===== src/rtl/pwm_pkg.sv =====
`timescale 1ns/1ps
// Package: shared write-select encoding for the PWM channel.
// Assumes the write port carries a 2-bit select code.
package pwm_pkg;
    typedef enum logic [1:0] {
        SEL_PERIOD = 2'd0,
        SEL_DUTY   = 2'd1,
        SEL_COUNT  = 2'd2,
        SEL_NONE   = 2'd3
    } wsel_e;

    localparam int NUM_BUF_FIELDS = 2;
endpackage


===== src/rtl/pwm_shadow_regs.sv =====
`timescale 1ns/1ps
// Module: pwm_shadow_regs
// Holds the double-buffered period and duty fields. Writes land in the
// shadow copy; the active copy follows the shadow whenever 'load' is high.
// Assumes 'load' is computed by the caller from the period boundary rules.
module pwm_shadow_regs
    import pwm_pkg::*;
#(
    parameter int W = 8
) (
    input  logic         clk,
    input  logic         rst_n,
    input  logic         wr_en,
    input  logic [1:0]   wr_sel,
    input  logic [W-1:0] wr_data,
    input  logic         load,
    output logic [W-1:0] per_o,
    output logic [W-1:0] duty_o
);
    logic [W-1:0] shadow_q [NUM_BUF_FIELDS];
    logic [W-1:0] active_q [NUM_BUF_FIELDS];

    for (genvar g = 0; g < NUM_BUF_FIELDS; g++) begin : g_field
        localparam logic [W-1:0] RST_VAL = (g == 0) ? {W{1'b1}} : {W{1'b0}};
        localparam wsel_e        MY_SEL  = (g == 0) ? SEL_PERIOD : SEL_DUTY;

        // Capture writes addressed to this field into its shadow copy.
        always_ff @(posedge clk) begin
            if (!rst_n)
                shadow_q[g] <= RST_VAL;
            else if (wr_en && (wsel_e'(wr_sel) == MY_SEL))
                shadow_q[g] <= wr_data;
        end

        // Transfer shadow to active on a load event.
        always_ff @(posedge clk) begin
            if (!rst_n)
                active_q[g] <= RST_VAL;
            else if (load)
                active_q[g] <= shadow_q[g];
        end
    end

    assign per_o  = active_q[0];
    assign duty_o = active_q[1];
endmodule


===== src/rtl/pwm_counter.sv =====
`timescale 1ns/1ps
// Module: pwm_counter
// The channel counter, in up-only (left-aligned) or up/down (center-
// aligned) form. Flags the tick that ends a period. A clear forces zero
// and upward counting, and takes priority over a tick.
// Assumes 'per' is the active period and stays steady inside a period.
module pwm_counter #(
    parameter int W = 8
) (
    input  logic         clk,
    input  logic         rst_n,
    input  logic         tick,
    input  logic         enable,
    input  logic         center,
    input  logic         clear,
    input  logic [W-1:0] per,
    output logic [W-1:0] cnt_o,
    output logic         up_o,
    output logic         wrap_o
);
    localparam logic [W-1:0] ONE  = W'(1);
    localparam logic [W-1:0] ZERO = '0;

    logic [W-1:0] cnt_q, cnt_d;
    logic         up_q, up_d;
    logic         wrap;

    // Next count, direction and period-end flag.
    always_comb begin
        cnt_d = cnt_q;
        up_d  = up_q;
        wrap  = 1'b0;
        if (clear) begin
            cnt_d = ZERO;
            up_d  = 1'b1;
        end else if (enable && tick) begin
            if (per == ZERO) begin
                cnt_d = ZERO;
                up_d  = 1'b1;
                wrap  = 1'b1;
            end else if (!center) begin
                up_d = 1'b1;
                if (cnt_q >= per - ONE) begin
                    cnt_d = ZERO;
                    wrap  = 1'b1;
                end else begin
                    cnt_d = cnt_q + ONE;
                end
            end else if (up_q) begin
                if (cnt_q >= per) begin
                    if (per == ONE) begin
                        cnt_d = ZERO;
                        wrap  = 1'b1;
                    end else begin
                        cnt_d = per - ONE;
                        up_d  = 1'b0;
                    end
                end else begin
                    cnt_d = cnt_q + ONE;
                end
            end else begin
                if (cnt_q <= ONE) begin
                    cnt_d = ZERO;
                    up_d  = 1'b1;
                    wrap  = 1'b1;
                end else begin
                    cnt_d = cnt_q - ONE;
                end
            end
        end
    end

    // Count and direction registers.
    always_ff @(posedge clk) begin
        if (!rst_n) begin
            cnt_q <= ZERO;
            up_q  <= 1'b1;
        end else begin
            cnt_q <= cnt_d;
            up_q  <= up_d;
        end
    end

    assign cnt_o  = cnt_q;
    assign up_o   = up_q;
    assign wrap_o = wrap;
endmodule


===== src/rtl/pwm_wave.sv =====
`timescale 1ns/1ps
// Module: pwm_wave
// Turns count, direction and active settings into the output level.
// Handles disable, zero period and full-duty cases ahead of the compare.
// Assumes all inputs are registered or steady primary inputs.
module pwm_wave #(
    parameter int W = 8
) (
    input  logic [W-1:0] cnt,
    input  logic         up,
    input  logic [W-1:0] per,
    input  logic [W-1:0] duty,
    input  logic         enable,
    input  logic         pol,
    input  logic         center,
    output logic         pwm_o
);
    logic at_start_level;

    // Decide whether the output sits at its start level this cycle.
    always_comb begin
        if (per == '0)
            at_start_level = 1'b1;
        else if (duty >= per)
            at_start_level = 1'b1;
        else if (center && !up)
            at_start_level = (cnt <= duty);
        else
            at_start_level = (cnt < duty);
    end

    // Map the start-level decision and the enable onto the pin.
    always_comb begin
        if (!enable)
            pwm_o = ~pol;
        else
            pwm_o = at_start_level ? pol : ~pol;
    end
endmodule


===== src/rtl/pwm_channel.sv =====
`timescale 1ns/1ps
// Module: pwm_channel (top)
// One PWM channel: buffered period/duty, counter and output shaping.
// Assumes 'tick' is a one-cycle enable from an external prescaler and
// that all inputs are synchronous to clk.
module pwm_channel
    import pwm_pkg::*;
#(
    parameter int W = 8
) (
    input  logic         clk,
    input  logic         rst_n,
    input  logic         tick,
    input  logic         enable,
    input  logic         pol,
    input  logic         center,
    input  logic         wr_en,
    input  logic [1:0]   wr_sel,
    input  logic [W-1:0] wr_data,
    output logic [W-1:0] count_o,
    output logic         pwm_o
);
    logic         cnt_clear;
    logic         buf_load;
    logic         period_end;
    logic         dir_up;
    logic [W-1:0] per_act;
    logic [W-1:0] duty_act;
    logic [W-1:0] cnt;

    // A counter write is any strobe carrying the counter select.
    assign cnt_clear = wr_en && (wsel_e'(wr_sel) == SEL_COUNT);
    // Shadow-to-active transfer events.
    assign buf_load  = cnt_clear || !enable || period_end;

    pwm_shadow_regs #(.W(W)) u_regs (
        .clk     (clk),
        .rst_n   (rst_n),
        .wr_en   (wr_en),
        .wr_sel  (wr_sel),
        .wr_data (wr_data),
        .load    (buf_load),
        .per_o   (per_act),
        .duty_o  (duty_act)
    );

    pwm_counter #(.W(W)) u_cnt (
        .clk     (clk),
        .rst_n   (rst_n),
        .tick    (tick),
        .enable  (enable),
        .center  (center),
        .clear   (cnt_clear),
        .per     (per_act),
        .cnt_o   (cnt),
        .up_o    (dir_up),
        .wrap_o  (period_end)
    );

    pwm_wave #(.W(W)) u_wave (
        .cnt     (cnt),
        .up      (dir_up),
        .per     (per_act),
        .duty    (duty_act),
        .enable  (enable),
        .pol     (pol),
        .center  (center),
        .pwm_o   (pwm_o)
    );

    assign count_o = cnt;
endmodule


===== config.mk =====
export PLATFORM = sky130hd
export DESIGN_NAME = pwm_channel
export DESIGN_NICKNAME = d
export VERILOG_FILES = /design/src/rtl/pwm_pkg.sv /design/src/rtl/pwm_shadow_regs.sv /design/src/rtl/pwm_counter.sv /design/src/rtl/pwm_wave.sv /design/src/rtl/pwm_channel.sv
export SDC_FILE = /design/constraint.sdc
export NUM_CORES = 1
export LEC_CHECK = 0
export ABC_AREA = 0
export BUFFER_PORTS_ARGS = -buffer_cell sky130_fd_sc_hd__buf_2
export CAP_MARGIN = 20
export CORE_MARGIN = 10
export CORE_UTILIZATION = 55
export DETAILED_ROUTE_END_ITERATION = 7
export HOLD_SLACK_MARGIN = 0.02
export PLACE_DENSITY = 0.75
export SYNTH_ARGS = -nofsm -noshare
export SYNTH_HDL_FRONTEND = slang
export SYNTH_SLANG_ARGS = --single-unit

===== constraint.sdc =====
create_clock -name clk -period 3.1 [get_ports clk]
set_input_delay 0.31 -clock clk [delete_from_list [all_inputs] [get_ports clk]]
set_output_delay 0.31 -clock clk [all_outputs]
set_load 0.02 [all_outputs]

-- After elaboration in Yosys (flattened, before gate mapping)
Memory sizes are Yosys's and may differ from the RTL's.
Index checks and enable logic that the tools add are counted.
- memories kept: 2
- flip-flop bits (word level): 9
- output and inout port bits: 9
- bits in writable memories: 32
- memory list (memory ; words ; bits a word ; rd ports ; clocked after Yosys merged registers in ; wr ports ; line ; source):
    u_regs.active_q ; 2 ; 8 ; 2 ; 0 ; 2 ; pwm_shadow_regs.sv:21 ; logic [W-1:0] active_q [NUM_BUF_FIELDS];
    u_regs.shadow_q ; 2 ; 8 ; 2 ; 0 ; 2 ; pwm_shadow_regs.sv:20 ; logic [W-1:0] shadow_q [NUM_BUF_FIELDS];
- multiplexer cells: 39
- reductions and logical operators: 12
- $add $sub $neg: 3
- equality and inequality tests: 3
- order comparisons: 6
- bitwise logic cells: 6
- operator list (operator ; number):
    2-to-1 mux 8 bit ; 11
    2-to-1 mux 1 bit ; 28
    greater-or-equal comparator 8 bit ; 3
    subtractor 8 x 1 -> 8 bit, second input constant ; 2
    adder 8 x 1 -> 8 bit, second input constant ; 1
    equality test 8 x 1 -> 1 bit, second input constant ; 1
    <= comparator 8 x 1 -> 1 bit, second input constant ; 1
    <= comparator 8 bit ; 1
    zero test 8 bit ; 1
    less-than comparator 8 bit ; 1
    logical AND 1 bit ; 5
    OR 1 bit ; 4
    equality test 2 x 1 -> 1 bit, second input constant ; 1
    equality test 2 bit, second input constant ; 1
    zero test 1 bit ; 2
    zero test 2 bit ; 1
    logical OR 1 bit ; 2
    inverter 1 bit ; 2
    OR reduction 2 bit ; 1

-- Depth between registers and ports, before layout
Gate-level depths: netlist of run 1.
- depth in word-level cells: 13
- gate-level depth with buffers: 12
- gate-level depth less buffers: 11

-- Cells and area by module
Synthesis of run 1 repeated with hierarchy kept, for this count alone.
- cells, all modules: 345
- area total of the unflattened synthesis: 3248.1 um^2
- modules (own cells, without submodules) (module ; times used ; area an instance (um^2) ; cells each):
    pwm_counter ; 1 ; 1545.2 ; 209
    pwm_shadow_regs ; 1 ; 1236.2 ; 73
    pwm_wave ; 1 ; 441.7 ; 59
    pwm_channel ; 1 ; 25.0 ; 4

-- Least setup slack after synthesis of run 1
No wires, ideal clock.
- path kind: flip-flop to flip-flop
- start point: mem u_regs.active_q[0][2]
- end point: mem u_regs.active_q[0][0], enable pin
- library setup time: 0.376 ns
- data arrival time: 2.945 ns
- stages on the path, launching flop included: 10
- slack: -0.221 ns
- path buffers: 0
- path through: edfxtp_1 -> nor4_1 -> and4_1 -> xnor2_1 -> ha_1 -> o21a_1 -> o211ai_1 -> o311ai_0 -> o211ai_1 -> nand4_1
- RTL lines (element ; line):
    start, declared ; pwm_shadow_regs.sv:21

==> results of run 1 <==
==> cell usage after synthesis, types with 2 or more instances <==
| cell | count |
|---|---|
| nand3_1 | 8 |
| a221oi_1 | 2 |
| and3_1 | 3 |
| o21ai_0 | 9 |
| a21oi_1 | 15 |
| nor4_1 | 4 |
| nand4_1 | 4 |
| ha_1 | 38 |
| a31oi_1 | 3 |
| nor2b_1 | 2 |
| edfxtp_1 | 32 |
| o31ai_1 | 2 |
| nand2b_1 | 11 |
| a211o_1 | 2 |
| nor2_1 | 17 |
| o211ai_1 | 5 |
| nand2_1 | 21 |
| a2111oi_0 | 3 |
| o21a_1 | 4 |
| nor3_1 | 12 |
| xnor2_1 | 12 |
| dfxtp_1 | 9 |
| or3_1 | 12 |
| clkbuf_1 | 6 |
| buf_6 | 2 |
| or4_1 | 2 |
| o311ai_0 | 3 |
| a21o_1 | 2 |
| o2bb2ai_1 | 3 |
| buf_2 | 3 |
| xor2_1 | 5 |
| and2_1 | 18 |
| mux2i_1 | 3 |
| a211oi_1 | 3 |
| inv_1 | 24 |
==> critical path, cell delays in order (launching register included) <==
cell and delay [ns]:
edfxtp_1 0.45, ha_1 0.31, nand2b_1 0.18, a2111oi_4 0.37
o31ai_1 0.15, a311o_1 0.36, a21oi_1 0.22, xor2_1 0.17
buf_2 0.18
==> stage by stage <==
step / setup slack, ns / utilization (%) / std cells / setup TNS [ns] / cell area (um2)
5_1_grt: -0.0683 / 65.1 / 439 / -1.24 / 3580
2_1_floorplan: 0.00929 / - / 324 / 0 / 3120
4_1_cts: 0.0189 / 64.1 / 436 / 0 / 3530
3_3_place_gp: 0.197 / 61.9 / 428 / 0 / 3410
6_report: 0.107 / 65.1 / 439 / 0 / 3580
3_5_place_dp: 0.0587 / 61.9 / 428 / 0 / 3410
==> timing repair <==
item | in CTS | in global routing
pin swaps | 0 | 2
setup buffers | 0 | 3
setup endpoints to repair | 1 | 19
gates resized for setup | 2 | 5
==> kinds of logic (layout without fill, tap and decap cells) <==
family                   count (synthesis)  after routing
buffers and inverters                   35             78
multiplexers                             4              4
flip-flops                              41             41
AND/OR/NAND/NOR                        121            121
XOR/XNOR                                17             17
AO/OA/AOI/OAI                           68             68
adder cells (fa/ha/maj)                 38             38
==> where the power goes <==
group	switching, uW	leakage [uW]	internal, uW	total [uW]
Clock	198	0.0000585	241	440
Combinational	120	0.00112	87.2	208
Sequential	15.8	0.000387	627	642
Total	334	0.00156	955	1290
==> registers in the layout, summed over array words and instances (netlist names) <==
register         flops
u_regs.shadow_q     16
u_cnt.up_o           1
u_regs.active_q     16
u_cnt.cnt_o          8
==> layout by cell type, fill, tap and decap left out, types with 4 or more instances in the layout <==
cell      synthesis  layout
ha_1             38      38
edfxtp_1         32      32
buf_2             3      25
inv_1            24      24
nand2_1          21      21
buf_4             0      20
and2_1           18      18
nor2_1           17      17
a21oi_1          15      15
xnor2_1          12      12
nor3_1           12      12
or3_1            12      12
nand2b_1         11      11
o21ai_0           9       9
dfxtp_1           9       9
nand3_1           8       8
o211ai_1          5       5
xor2_1            5       5
clkbuf_8          0       5
nor4_1            4       4
o21a_1            4       4
nand4_1           4       4
==> metal layers <==
layer,vias up,track usage (%),share of wire (%)
met5,-,0,0
met4,0,5.99,2.3
met3,18,2.91,6.1
met2,114,28.5,47
met1,1194,22.3,45
li1,1288,-,-
==> worst min-delay path by stage <==
stage	end	slack [ns]	cells after the start
5_1_grt	u_regs.shadow_q[0][4]	0.28	2
6_report	u_regs.shadow_q[0][4]	0.28	2
4_1_cts	u_regs.shadow_q[0][4]	0.28	2
3_3_place_gp	u_regs.active_q[0][4]	0.48	1
3_5_place_dp	u_regs.active_q[0][5]	0.48	1
2_1_floorplan	u_regs.active_q[0][0]	0.48	1
==> final cells by class <==
| cell class | count | area share (%) |
|---|---|---|
| timing repair buffer | 46 | 8.00 |
| tap | 72 | 2.51 |
| clock buffer | 5 | 1.92 |
| sequential | 41 | 31.9 |
| clock inverter | 3 | 1.22 |
| inverter | 24 | 2.51 |
| multi-input combinational | 248 | 52.0 |
==> results.json, run 1 <==
{
  "fin_crit_ns": 2.99,
  "io_pins": 26,
  "synthXorXnorAreaFrac_pct": 4.78,
  "critPathKind": "register to output port",
  "numCtsBuffers": 5,
  "antenna_cells": 0,
  "reg2reg_slack_ns": 0.12,
  "yosys.area_share.simple_pct": 20.9,
  "synth_adder_area_share_pct": 15.2,
  "reg2reg_from": "u_regs.active_q[0][2]",
  "grt_overflow": 0,
  "fin_crit_sh_pct": 96.5,
  "hold_path.class": "input pin to register",
  "yosysTopAreaCell": "edfxtp_1",
  "postSynthCellCount": 324,
  "clock-sinks": 41,
  "cts_tree": "yes",
  "multi_input_area_um2": 1860,
  "total_power_uw": 1290,
  "drc": 0,
  "cap_violations": 0,
  "slew_headroom_pct": 59.9,
  "fin_nets": 421,
  "fillers": 437,
  "grt_max_degree": 17,
  "p_leak_uw": 0.00156,
  "final_max_slew_viol_count": 0,
  "wl_um": 7500,
  "dp_hpwl_um": 5830,
  "dieHeight_um": 95.3,
  "htree_levels": 2,
  "synth_nets": 379,
  "clk_latency_ns": 0.29,
  "path_clk_slew_ns": 0.08,
  "start_kind": "register",
  "grt_pass1_vias": 2597,
  "mappedNetlistArea_um2": 3120,
  "worstMarginPinSlew_ns": 0.601,
  "whs_ns": 0.283,
  "antenna_found_initial": 0,
  "cp-endpoint": "pwm_o",
  "place_congestion": 0.886,
  "synth_compound_area_share_pct": 16.3,
  "ir_drop_v": 0.000302,
  "end_kind": "output port",
  "grt_use_total_pct": 17.3,
  "async_reset_ff_share_pct": 0,
  "ff2ff_path_depth": 11,
  "initial_utilization_pct": 56.6,
  "muxShareOfSynthArea_pct": 1.32,
  "ys_types": 55,
  "ys_seq_area_share_pct": 36.6,
  "synth_top_family_by_area": "simple AND/OR/NAND/NOR gates",
  "core_um2": 5510,
  "root_buffer": "clkbuf_8",
  "hold_path_startpoint": "wr_data[4]",
  "fmaxAchievable_mhz": 334,
  "startpoint": "u_regs.active_q[0][0]",
  "std_cell_rows": 27,
  "portBuffers": 25,
  "die_w_um": 95.3,
  "timing.rr.end": "u_regs.active_q[1][1]",
  "ys_top_cells_by_area": "edfxtp_1 31%, ha_1 15%, dfxtp_1 5.8%",
  "path_max_fanout": 4,
  "grt_first_pass_wirelength_um": 12600,
  "power_density_nw_per_um2": 360,
  "setup_viol": 0,
  "drive_gt1_share_pct": 17.7,
  "yosysTopAreaCellShare_pct": 30.8,
  "synth_edf_count": 32,
  "regArea_um2": 1140,
  "wl_per_cell_um": 17.1,
  "drt_iter0_markers": 242,
  "first_pass_iters": 4,
  "finalHoldViolations": 0,
  "viasPerCell": 5.95,
  "cts_buffer_depth": 2,
  "syn_to_final_growth_pct": 14.9,
  "synth_warnings": 0,
  "synth-main-ff-cell": "edfxtp_1",
  "skew_ns": 0.00683,
  "ant_nets": 0,
  "die_area_um2": 9080,
  "synth-seq-cells": 41,
  "ctsHoldBuffers": 0,
  "arrival_ns": 2.68,
  "status": "finished, final reports clean",
  "vias": 2614,
  "cp.required_ns": 2.79,
  "synth.avg_cell_area_um2": 9.62
}
Note: power is estimated with default switching activity, not from simulation.
==> inputs of run 2 (changes only) <==
--- a/config.mk
+++ b/config.mk
@@ -15,4 +15,5 @@
 export PLACE_DENSITY = 0.75
 export SYNTH_ARGS = -nofsm -noshare
 export SYNTH_HDL_FRONTEND = slang
+export SYNTH_HIERARCHICAL = 1
 export SYNTH_SLANG_ARGS = --single-unit
==> run 2 against run 1 <==
- power decreased by 5.6%
- clock power decreased by 20%
- combinational power increased by 5%
- hold slack improved by 0.0032 ns
- sequential power about the same
- wire length increased by 15%
- cell area increased by 7.4%
- utilization increased by 3.6 points
- the run now ends with setup timing left
- sequential cell count unchanged
- via count increased by 11%
- critical path depth increased by 5
- area after synthesis increased by 4.2%
==> results.json, run 2 <==
{
  "ir_drop_v": 0.000375,
  "fin_crit_sh_pct": 105,
  "end_kind": "register",
  "synth-main-ff-cell": "edfxtp_1",
  "finalHoldViolations": 0,
  "portBuffers": 25,
  "ant_nets": 0,
  "cts_tree": "yes",
  "final_core_util_pct": 68.6,
  "max_stage_delay_ns": 0.44,
  "grt_pass1_vias": 2930,
  "ys_seq_area_share_pct": 35.1,
  "io_pins": 26,
  "dp_hpwl_um": 6350,
  "synth_edf_count": 32,
  "drive_gt1_share_pct": 24.8,
  "core_um2": 5610,
  "hold_path.class": "input pin to register",
  "wl_um": 8640,
  "hold_path_startpoint": "wr_data[7]",
  "worstMarginPinSlew_ns": 0.962,
  "fin_crit_ns": 3.24,
  "cp.required_ns": 3.14,
  "path_cells": "nor4_4 > buf_4 > nand2_1 > xnor2_1 > ha_1 > o21ai_0 > nand2_1 > and2_4 > nand4_1 > a311oi_2 > nor2b_2 > o21ai_4 > or2b_4",
  "worst-path-buf-inv": 1,
  "final_cell_mix": "37 x ha_1, 36 x buf_4, 33 x inv_1",
  "mappedNetlistArea_um2": 3250,
  "initial_utilization_pct": 57.9,
  "clkPwrFrac_pct": 29.1,
  "comb_power_share_pct": 18.0,
  "die_area_um2": 9380,
  "vias": 2911,
  "grt_use_total_pct": 17.4,
  "die_w_um": 96.9,
  "swShare_pct": 27.6,
  "dieHeight_um": 96.9,
  "root_buffer": "clkbuf_8",
  "fin_nets": 458,
  "yosysTopAreaCell": "edfxtp_1",
  "place_congestion": 0.920,
  "critPathKind": "register to register",
  "setup_viol": 32,
  "numCtsBuffers": 5,
  "path_clk_slew_ns": 0.08,
  "clk_latency_ns": 0.29,
  "min_to": "u_regs/shadow_q[0][7]",
  "p_seq_share_pct": 52.9,
  "startpoint": "u_regs/active_q[0][5]",
  "cts_buffer_depth": 2,
  "slew_headroom_pct": 35.2,
  "drc": 0,
  "async_reset_ff_share_pct": 0,
  "start_kind": "register",
  "ff2ff_path_depth": 13,
  "yosysMostFrequentCell": "ha_1",
  "htree_levels": 2,
  "viasPerCell": 6.12,
  "fmaxAchievable_mhz": 308,
  "cp_top_family": "simple AND/OR/NAND/NOR gates",
  "reg2reg_from": "u_regs/active_q[0][5]",
  "cap_violations": 0,
  "ys_top_cells_by_area": "edfxtp_1 30%, ha_1 15%, dfxtp_1 5.5%",
  "p_switching_uw": 336,
  "first_pass_iters": 6,
  "worst_path_most_repeated_cell": "nand2_1",
  "status": "complete, but fails checks",
  "synth-seq-cells": 41,
  "power_density_nw_per_um2": 316,
  "synth_common_cells": "38 x ha_1, 34 x inv_1, 32 x edfxtp_1",
  "ys_types": 66,
  "hold_depth": 2,
  "drt_iter0_markers": 281,
  "total_power_uw": 1220,
  "slowest_stage": "edfxtp_1",
  "wl_per_cell_um": 18.2,
  "synth_nets": 400,
  "grt_first_pass_wirelength_um": 13900,
  "fillers": 452,
  "timing.rr.end": "u_regs/active_q[0][1]",
  "grt_max_degree": 19,
  "skew_ns": 0.0101,
  "path_max_fanout": 8,
  "arrival_ns": 3.28,
  "rsz0062_at_grt": "true",
  "p_int_uw": 882,
  "synth_warnings": 6,
  "std_cell_rows": 27,
  "final_max_slew_viol_count": 0,
  "synth.avg_cell_area_um2": 9.41,
  "reg2reg_slack_ns": -0.14,
  "antenna_cells": 0,
  "failed_checks": "setup timing",
  "yosysTopAreaCellShare_pct": 29.6,
  "grt_overflow": 0,
  "p_leak_uw": 0.00179,
  "clock-sinks": 41,
  "antenna_found_initial": 0,
  "worst_slack_ns": -0.142,
  "syn_to_final_growth_pct": 18.5,
  "postSynthCellCount": 345,
  "final_common_cell": "ha_1"
}
[run 2: cell types whose count changed after synthesis, moves of 8 or more]
cell    change
inv_1      +10
and2_2      +8
and3_1     +10
and2_1     -16
or3_1       -9
or2_1       +8
[run 2: kinds of logic (layout without fill, tap and decap cells)]
group	Yosys count	in the layout	synth area share, %
and+or+nand+nor	126	127	22.5
AOI/OAI and AO/OA	75	75	16.6
buffers and inverters	45	103	5.66
DFF	41	41	35.1
adders and majority gates	38	38	14.6
xor gates and xnor gates	18	18	4.85
muxes	2	2	0.616
[run 2: metrics by stage]
stage / TNS (ns) / area [um2] / hold WS [ns] / instances / setup WS [ns]
finish: -3.74 / 3850 / 0.286 / 476 / -0.142
global route: -8.36 / 3850 / 0.292 / 476 / -0.263
CTS: -0.0143 / 3750 / 0.280 / 470 / -0.00368
detailed placement: -0.615 / 3620 / 0.487 / 458 / -0.0358
global placement: 0 / 3620 / 0.485 / 458 / 0.0692
floorplan: -1.86 / 3260 / 0.476 / 345 / -0.0968
[run 2: power by group through the flow]
stage | Sequential [uW] | Combinational [uW] | Clock [uW]
finish | 644 | 219 | 354
floorplan | 655 | 121 | 0
CTS | 644 | 203 | 358
global placement | 655 | 190 | 0
detailed placement | 657 | 197 | 0
global route | 646 | 241 | 384
[run 2: worst max path at each step]
stage / end / slack [ns] / cells after the start
2_1_floorplan: u_regs/active_q[0][0] / -0.1 / 13
3_3_place_gp: u_regs/active_q[1][5] / 0.07 / 13
3_5_place_dp: u_regs/active_q[1][4] / -0.04 / 13
4_1_cts: u_regs/active_q[0][1] / -0.004 / 13
5_1_grt: u_regs/active_q[1][0] / -0.26 / 13
6_report: u_regs/active_q[0][1] / -0.14 / 13
[run 2: worst reg2reg max path: cells and delay by family (launching register included)]
family	cells	cell delay (ns)
xor gates and xnor gates	1	0.15
adders and majority gates	1	0.29
DFF	1	0.44
AOI/OAI and AO/OA	3	0.51
and+or+nand+nor	7	1.44
buffers and inverters	1	0.16
[run 2: cell type report]
class / instances / area [um2] / share of cell area, %
clock buffer: 7 / 76.3 / 1.98
clock inverter: 1 / 8.76 / 0.228
inverter: 34 / 128 / 3.32
multi-input combinational: 260 / 2010 / 52.2
sequential: 41 / 1140 / 29.6
tap: 72 / 90.1 / 2.34
timing repair buffer: 61 / 395 / 10.3
[run 2: layer usage]
layer | global-route usage (%) | share of wire [%]
met1 | 20.0 | 40
met5 | 0 | 0
met3 | 3.12 | 8.4
met4 | 8.79 | 3.6
met2 | 30.0 | 48
[run 2: repair_timing]
item / 4_1_cts / 5_1_grt
buffers inserted: 3 / 6
endpoints found under the setup margin: 24 / 37
hold buffers: 0 / 0
gates resized for setup: 3 / 10
pin swaps: 3 / 7
hold endpoints to repair: 0 / 0
gates cloned: 1 / 0
